[config.mk]
export PLATFORM = sky130hd
export DESIGN_NAME = fxalu_core
export DESIGN_NICKNAME = d
export VERILOG_FILES = /design/src/rtl/fxalu_pkg.sv /design/src/rtl/fxalu_mul.sv /design/src/rtl/fxalu_sat.sv /design/src/rtl/fxalu_logic.sv /design/src/rtl/fxalu_flags.sv /design/src/rtl/fxalu_core.sv
export SDC_FILE = /design/constraint.sdc
export NUM_CORES = 2
export LEC_CHECK = 0
export CAP_MARGIN = 5
export CELL_PAD_IN_SITES_DETAIL_PLACEMENT = 1
export CELL_PAD_IN_SITES_GLOBAL_PLACEMENT = 1
export CORE_UTILIZATION = 29
export DETAILED_ROUTE_END_ITERATION = 8
export PLACE_DENSITY = 0.56
export SYNTH_ARGS = -nofsm -noshare
export SYNTH_HDL_FRONTEND = slang
export SYNTH_HIERARCHICAL = 1
export SYNTH_SLANG_ARGS = --single-unit
export TNS_END_PERCENT = 5
[constraint.sdc]
create_clock -name clk -period 30.1 [get_ports clk]
set_clock_uncertainty 0.05 [all_clocks]
set_input_delay 6.02 -clock clk [delete_from_list [all_inputs] [get_ports clk]]
set_output_delay 6.02 -clock clk [all_outputs]
set_load 0.02 [all_outputs]
[src/rtl/fxalu_pkg.sv]
package fxalu_pkg;

  typedef enum logic [3:0] {
    OP_FMAC_SAT = 4'd0,
    OP_FMSC_SAT = 4'd1,
    OP_FMAC_WRP = 4'd2,
    OP_FMSC_WRP = 4'd3,
    OP_IMAC_SAT = 4'd4,
    OP_IMAC_W31 = 4'd5,
    OP_ADD3_SAT = 4'd6,
    OP_ACC_MAC  = 4'd7,
    OP_ANDXOR   = 4'd8,
    OP_SIGNSEL  = 4'd9,
    OP_SEL_GE   = 4'd10,
    OP_SEL_LT   = 4'd11,
    OP_TOLOG    = 4'd12,
    OP_TOEXP    = 4'd13,
    OP_INTERP   = 4'd14,
    OP_SKIP     = 4'd15
  } alu_op_e;

  typedef enum logic [1:0] {
    OVF_SAT,
    OVF_WRAP,
    OVF_WRAP31
  } ovf_mode_e;

  localparam int FLAG_W      = 9;
  localparam int FLG_NORM    = 0;
  localparam int FLG_BORROW  = 1;
  localparam int FLG_MINUS   = 2;
  localparam int FLG_ZERO    = 3;
  localparam int FLG_SAT     = 4;
  localparam int FLG_NONZERO = 8;

endpackage

[src/rtl/fxalu_mul.sv]
module fxalu_mul
  import fxalu_pkg::*;
#(
  parameter int DW = 32,
  parameter int SW = 2 * DW + 4
) (
  input  alu_op_e                op_i,
  input  logic signed [DW-1:0]   a_i,
  input  logic signed [DW-1:0]   x_i,
  input  logic signed [DW-1:0]   y_i,
  output logic signed [SW-1:0]   prod_o,
  output logic signed [SW-1:0]   frac_o
);
  localparam int OW = DW + 1;
  localparam int MW = 2 * OW;
  localparam int FB = DW - 1;

  logic signed [OW-1:0] mcand;
  logic signed [OW-1:0] mplier;
  logic signed [MW-1:0] raw;
  logic signed [SW-1:0] ext;
  logic signed [SW-1:0] sgn_p;

  always_comb begin
    mcand = {x_i[DW-1], x_i};
    if (op_i == OP_INTERP) begin
      mplier = {y_i[DW-1], y_i} - {a_i[DW-1], a_i};
    end else begin
      mplier = {y_i[DW-1], y_i};
    end
    raw = mcand * mplier;
    ext = {{(SW-MW){raw[MW-1]}}, raw};
    if (op_i == OP_FMSC_SAT || op_i == OP_FMSC_WRP) begin
      sgn_p = -ext;
    end else begin
      sgn_p = ext;
    end
    prod_o = sgn_p;
    frac_o = sgn_p >>> FB;
  end

endmodule

[src/rtl/fxalu_sat.sv]
module fxalu_sat
  import fxalu_pkg::*;
#(
  parameter int DW = 32,
  parameter int SW = 2 * DW + 4
) (
  input  logic signed [SW-1:0] wide_i,
  input  ovf_mode_e            mode_i,
  output logic [DW-1:0]        res_o,
  output logic                 clamp_o
);
  localparam logic signed [SW-1:0] MAXW = {{(SW-DW+1){1'b0}}, {(DW-1){1'b1}}};
  localparam logic signed [SW-1:0] MINW = {{(SW-DW+1){1'b1}}, {(DW-1){1'b0}}};
  localparam logic [DW-1:0] MAXN = {1'b0, {(DW-1){1'b1}}};
  localparam logic [DW-1:0] MINN = {1'b1, {(DW-1){1'b0}}};

  always_comb begin
    clamp_o = 1'b0;
    res_o   = wide_i[DW-1:0];
    unique case (mode_i)
      OVF_SAT: begin
        if (wide_i > MAXW) begin
          res_o   = MAXN;
          clamp_o = 1'b1;
        end else if (wide_i < MINW) begin
          res_o   = MINN;
          clamp_o = 1'b1;
        end
      end
      OVF_WRAP31: res_o = {wide_i[DW-2], wide_i[DW-2:0]};
      default:    res_o = wide_i[DW-1:0];
    endcase
  end

endmodule

[src/rtl/fxalu_logic.sv]
module fxalu_logic
  import fxalu_pkg::*;
#(
  parameter int DW = 32
) (
  input  alu_op_e              op_i,
  input  logic signed [DW-1:0] a_i,
  input  logic signed [DW-1:0] x_i,
  input  logic signed [DW-1:0] y_i,
  output logic [DW-1:0]        res_o
);
  logic a_ge_y;

  always_comb begin
    a_ge_y = (a_i >= y_i);
    unique case (op_i)
      OP_ANDXOR: res_o = (a_i & x_i) ^ y_i;
      OP_SIGNSEL: res_o = a_ge_y ? x_i : ~x_i;
      OP_SEL_GE:  res_o = a_ge_y ? x_i : y_i;
      OP_SEL_LT:  res_o = a_ge_y ? y_i : x_i;
      default:    res_o = a_i;
    endcase
  end

endmodule

[src/rtl/fxalu_flags.sv]
module fxalu_flags
  import fxalu_pkg::*;
#(
  parameter int DW = 32
) (
  input  logic [DW-1:0]     res_i,
  input  logic [DW-1:0]     a_i,
  input  logic [DW-1:0]     y_i,
  input  logic              clamp_i,
  output logic [FLAG_W-1:0] flags_o
);
  always_comb begin
    flags_o              = '0;
    flags_o[FLG_NORM]    = res_i[DW-1] ^ res_i[DW-2];
    flags_o[FLG_BORROW]  = (a_i < y_i);
    flags_o[FLG_MINUS]   = res_i[DW-1];
    flags_o[FLG_ZERO]    = (res_i == '0);
    flags_o[FLG_SAT]     = clamp_i;
    flags_o[FLG_NONZERO] = (res_i != '0);
  end

endmodule

[src/rtl/fxalu_core.sv]
module fxalu_core
  import fxalu_pkg::*;
#(
  parameter int DW = 32
) (
  input  logic                 clk,
  input  logic                 rst,
  input  logic                 in_valid_i,
  input  logic [3:0]           opcode_i,
  input  logic [DW-1:0]        a_i,
  input  logic [DW-1:0]        x_i,
  input  logic [DW-1:0]        y_i,
  output logic                 out_valid_o,
  output logic [DW-1:0]        result_o,
  output logic [FLAG_W-1:0]    flags_o,
  output logic                 skip_o,
  output logic [2*DW-1:0]      accum_o
);
  localparam int AW = 2 * DW;
  localparam int SW = 2 * DW + 4;

  alu_op_e              op;
  logic signed [SW-1:0] prod;
  logic signed [SW-1:0] frac;
  logic signed [SW-1:0] wa, wx, wy;
  logic signed [SW-1:0] wide_sum;
  ovf_mode_e            mode;
  logic                 is_arith;
  logic [DW-1:0]        sat_res;
  logic                 sat_clamp;
  logic [DW-1:0]        log_res;
  logic [DW-1:0]        r_next;
  logic [FLAG_W-1:0]    f_next;

  assign op = alu_op_e'(opcode_i);
  assign wa = {{(SW-DW){a_i[DW-1]}}, a_i};
  assign wx = {{(SW-DW){x_i[DW-1]}}, x_i};
  assign wy = {{(SW-DW){y_i[DW-1]}}, y_i};

  fxalu_mul #(.DW(DW), .SW(SW)) mul_i (
    .op_i   (op),
    .a_i    (a_i),
    .x_i    (x_i),
    .y_i    (y_i),
    .prod_o (prod),
    .frac_o (frac)
  );

  always_comb begin
    is_arith = 1'b1;
    mode     = OVF_SAT;
    wide_sum = '0;
    unique case (op)
      OP_FMAC_SAT, OP_FMSC_SAT, OP_INTERP: wide_sum = wa + frac;
      OP_FMAC_WRP, OP_FMSC_WRP: begin
        wide_sum = wa + frac;
        mode     = OVF_WRAP;
      end
      OP_IMAC_SAT: wide_sum = wa + prod;
      OP_IMAC_W31: begin
        wide_sum = wa + prod;
        mode     = OVF_WRAP31;
      end
      OP_ADD3_SAT: wide_sum = wa + wx + wy;
      default: begin
        is_arith = 1'b0;
        mode     = OVF_WRAP;
      end
    endcase
  end

  fxalu_sat #(.DW(DW), .SW(SW)) sat_i (
    .wide_i  (wide_sum),
    .mode_i  (mode),
    .res_o   (sat_res),
    .clamp_o (sat_clamp)
  );

  fxalu_logic #(.DW(DW)) logic_i (
    .op_i  (op),
    .a_i   (a_i),
    .x_i   (x_i),
    .y_i   (y_i),
    .res_o (log_res)
  );

  assign r_next = is_arith ? sat_res : log_res;

  fxalu_flags #(.DW(DW)) flags_i (
    .res_i   (r_next),
    .a_i     (a_i),
    .y_i     (y_i),
    .clamp_i (is_arith & sat_clamp),
    .flags_o (f_next)
  );

  always_ff @(posedge clk) begin
    if (rst) begin
      out_valid_o <= 1'b0;
      result_o    <= '0;
      flags_o     <= '0;
      skip_o      <= 1'b0;
      accum_o     <= '0;
    end else begin
      out_valid_o <= in_valid_i;
      if (in_valid_i) begin
        result_o <= r_next;
        flags_o  <= f_next;
        skip_o   <= (op == OP_SKIP);
        if (op == OP_ACC_MAC) begin
          accum_o <= accum_o + frac[AW-1:0];
        end
      end
    end
  end

  // the accumulator moves only on a valid accumulate opcode
  p_acc_hold_r6: assert property (@(posedge clk) disable iff (rst)
    !(in_valid_i && opcode_i == 4'd7) |=> $stable(accum_o));

  // idle cycles hold the registered outputs
  p_idle_hold_r13: assert property (@(posedge clk) disable iff (rst)
    !in_valid_i |=> ($stable(result_o) && $stable(flags_o) && $stable(skip_o)));

  // output valid follows input valid by one cycle
  p_valid_follow_r13: assert property (@(posedge clk) disable iff (rst)
    in_valid_i |=> out_valid_o);

  // a set saturate flag means a full-scale result
  p_sat_fullscale_r12: assert property (@(posedge clk) disable iff (rst)
    flags_o[FLG_SAT] |-> (result_o == {1'b0, {(DW-1){1'b1}}} ||
                          result_o == {1'b1, {(DW-1){1'b0}}}));

  // zero and nonzero flags are exclusive once a result exists
  p_zero_excl_r11: assert property (@(posedge clk) disable iff (rst)
    out_valid_o |-> (flags_o[FLG_ZERO] != flags_o[FLG_NONZERO]));

  // the skip strobe only rises from a valid input
  p_skip_src_r10: assert property (@(posedge clk) disable iff (rst)
    $rose(skip_o) |-> $past(in_valid_i));

endmodule

==> impl_metrics.env <==
export IMPL_ys_seq_area_share_pct=3.407
export IMPL_final_area_sq_mm=0.06769
export IMPL_cts_tree="done"
export IMPL_final_hold_viol_count=0
export IMPL_syn_area_sq_mm=0.06288
export IMPL_setup_violations=0
export IMPL_ys_ff_latch=107
export IMPL_status="finished clean"
export IMPL_cts_htree_levels=3
export IMPL_maxSlewViolCount=0
export IMPL_grt_usage_pct=23.54
export IMPL_antenna_left=0
export IMPL_die_height_microns=467.6
export IMPL_crit_family="compound AO/OA/AOI/OAI gates"
export IMPL_insertion_delay_ns=0.41
export IMPL_die_area_sq_mm=0.2187
export IMPL_grt_pass1_vias=59630
export IMPL_wire_per_inst_microns=24.80
export IMPL_antenna_found_initial=22
export IMPL_viasPerCell=5.315
export IMPL_cts_root_buffer="clkbuf_16"
export IMPL_period_needed_ns=26.01
export IMPL_cpPeakStageDelay_ns=1.11
export IMPL_rsz0062_at_grt="false"
export IMPL_crit_type="in -> reg"
export IMPL_yosys_warnings=6
export IMPL_fmax_ghz=0.03845
export IMPL_drtIter0Drc=3037
export IMPL_placed_area_sq_mm=0.06736
export IMPL_core_area_sq_mm=0.2150
export IMPL_start_util_pct=29.24
export IMPL_drive_above_1_share_pct=5.770
export IMPL_clock_path_buffers=2
export IMPL_cp_end_kind="register"
export IMPL_synth_area_per_cell_sq_um=8.201
export IMPL_die_x_microns=467.6
export IMPL_yosys_most_used_dff="dfxtp_1"
export IMPL_grt_pass1_wl_microns=387400
export IMPL_cap_violations=0
export IMPL_cp_arrival_ns=26.27
export IMPL_rows=170
export IMPL_drc=0
export IMPL_dp_final_hpwl_microns=204800
export IMPL_critPathSlowestCell="fa_1"
export IMPL_cp_common_cell="fa_1"
export IMPL_worstPathRequired_ns=30.37
export IMPL_vias=55079
export IMPL_cp_max_fo=46
export IMPL_ys_types=114
export IMPL_clk_pin_slew_ns=0.08
export IMPL_post_cts_resized=0
export IMPL_cp_start_kind="primary input"
export IMPL_grt_start_max_net_pins=126
export IMPL_ioPinCount=210
export IMPL_cts_sinks=107
export IMPL_hold_class="reg -> reg"
export IMPL_async_reset_ff_share_pct=0
export IMPL_globalplace_congestion=0.9102
export IMPL_finalSetupTns_ns=0
export IMPL_fin_crit_sh_pct=86.40
export IMPL_num_nets_final=9214
export IMPL_synthCells=7667
export IMPL_drt_wl_total_microns=257000
export IMPL_cts_inserted_buffers=9
export IMPL_overflow=0
export IMPL_ctsHoldBuffers=0
export IMPL_post_cts_repair_setup_buffers=0
export IMPL_synth_edf_count=0
export IMPL_worst_slew_pin_slew_ns=1.281
export IMPL_first_pass_iters=7
export IMPL_areaGrowthSynthToFinish_pct=7.651
export IMPL_crit_buf_inv=9
export IMPL_relSlewSlack_pct=14.02
export IMPL_io_buffers=209
layer usage:
metal	track usage, %	part of all wire (%)	up-vias	wire (microns)
met4	6.245	2.8	2	7319
met5	0	0.0051	-	13
met1	31.86	45	29062	114700
li1	-	-	24390	-
met2	39.98	48	1326	123700
met3	2.043	4.4	299	11200
area by class of cell:
type                       instances  area (sq um)
multi-input combinational       5787         53940
inverter                        1265          4748
fill                           25521        147400
clock inverter                     7         93.84
sequential                       107          2142
timing repair buffer             347          2988
tap                             2838          3551
clock buffer                       9         225.2
antenna                            2         5.005
cell families (layout without fill, tap and decap cells):
kind of cell    Yosys count  in the layout  share of synthesized area [%]
simple gates           2326           2326                          18.38
xor+xnor                313            313                          4.360
other cells               1              5                       0.005964
flops                   107            107                          3.407
compound gates         1389           1389                          14.45
fa+ha+maj              1594           1594                          45.43
mux                     162            162                          2.796
buf+inv                1775           1628                          11.18
sequential cells by signal (all words and copies together), names as in the netlist:
name	flops
skip_o	1
result_o	32
out_valid_o	1
flags_o	9
accum_o	64
tightest hold or removal path, cell delays in order (launching register included):
cell and delay [ns]:
dfxtp_1 0.32, nand2b_1 0.07, a21oi_1 0.05
through the flow:
step	hold WS, ns	setup slack [ns]	instances	util, %
after floorplan	0.4928	7.496	7669	-
after global placement	0.4132	3.903	10344	31.33
after detailed placement	0.4138	3.950	10344	31.33
after CTS	0.4292	4.266	10360	31.47
after global routing	0.4583	3.171	10360	31.47
final	0.4281	4.093	10362	31.48
layout by cell type, fill, tap and decap left out, types with 27 or more instances in the layout:
cell type        count
o22ai_1             29
fa_1              1148
nor4_1              32
ha_1               445
a21oi_1            389
xnor2_1            206
a21o_1             168
nand2_1            936
and2_1             452
inv_1             1265
nand3_1            122
a21boi_0            30
nand2b_1            57
dfxtp_1            107
o21ai_0            245
o31ai_1             27
and3_1              39
mux2i_1             55
o21bai_1            53
nand4_1            104
a211oi_1            39
mux2_2             106
o21a_1              47
nor2b_1             47
nor2_1             294
a31oi_1             67
buf_2               29
nor3_1              73
xor2_1             107
buf_4              138
clkdlybuf4s50_1    178
Yosys cell counts (57+ instances only):
cell type,count,share of area [%]
nand4_1,104,1.0
fa_1,1148,37
xor2_1,107,1.5
a21oi_1,391,3.1
ha_1,446,8.9
nor3_1,73,0.58
nand3_1,122,0.97
dfxtp_1,107,3.4
mux2_2,106,1.9
nand2b_1,57,0.57
buf_4,79,0.94
xnor2_1,206,2.9
o21ai_0,270,2.1
clkbuf_1,375,2.2
a21o_1,168,2.0
a31oi_1,67,0.67
nor2_1,295,1.8
inv_1,1265,7.6
and2_1,452,4.5
nand2_1,936,5.6
worst paths after layout:
path / startpoint / to / slack [ns] / cells after the start
setup / recovery: y_i[0] / flags_o[3]$_SDFFE_PP0P_ / 4.09 / 65
hold / removal: skip_o$_SDFFE_PP0P_ / skip_o$_SDFFE_PP0P_ / 0.43 / 2
setup reg to reg: accum_o[0]$_SDFFE_PP0P_ / accum_o[52]$_SDFFE_PP0P_ / 26.06 / 13
hold reg to reg: skip_o$_SDFFE_PP0P_ / skip_o$_SDFFE_PP0P_ / 0.43 / 2
Power is not shown: default switching activity piles up to over one toggle a cycle in this logic, so the estimate is an artifact.
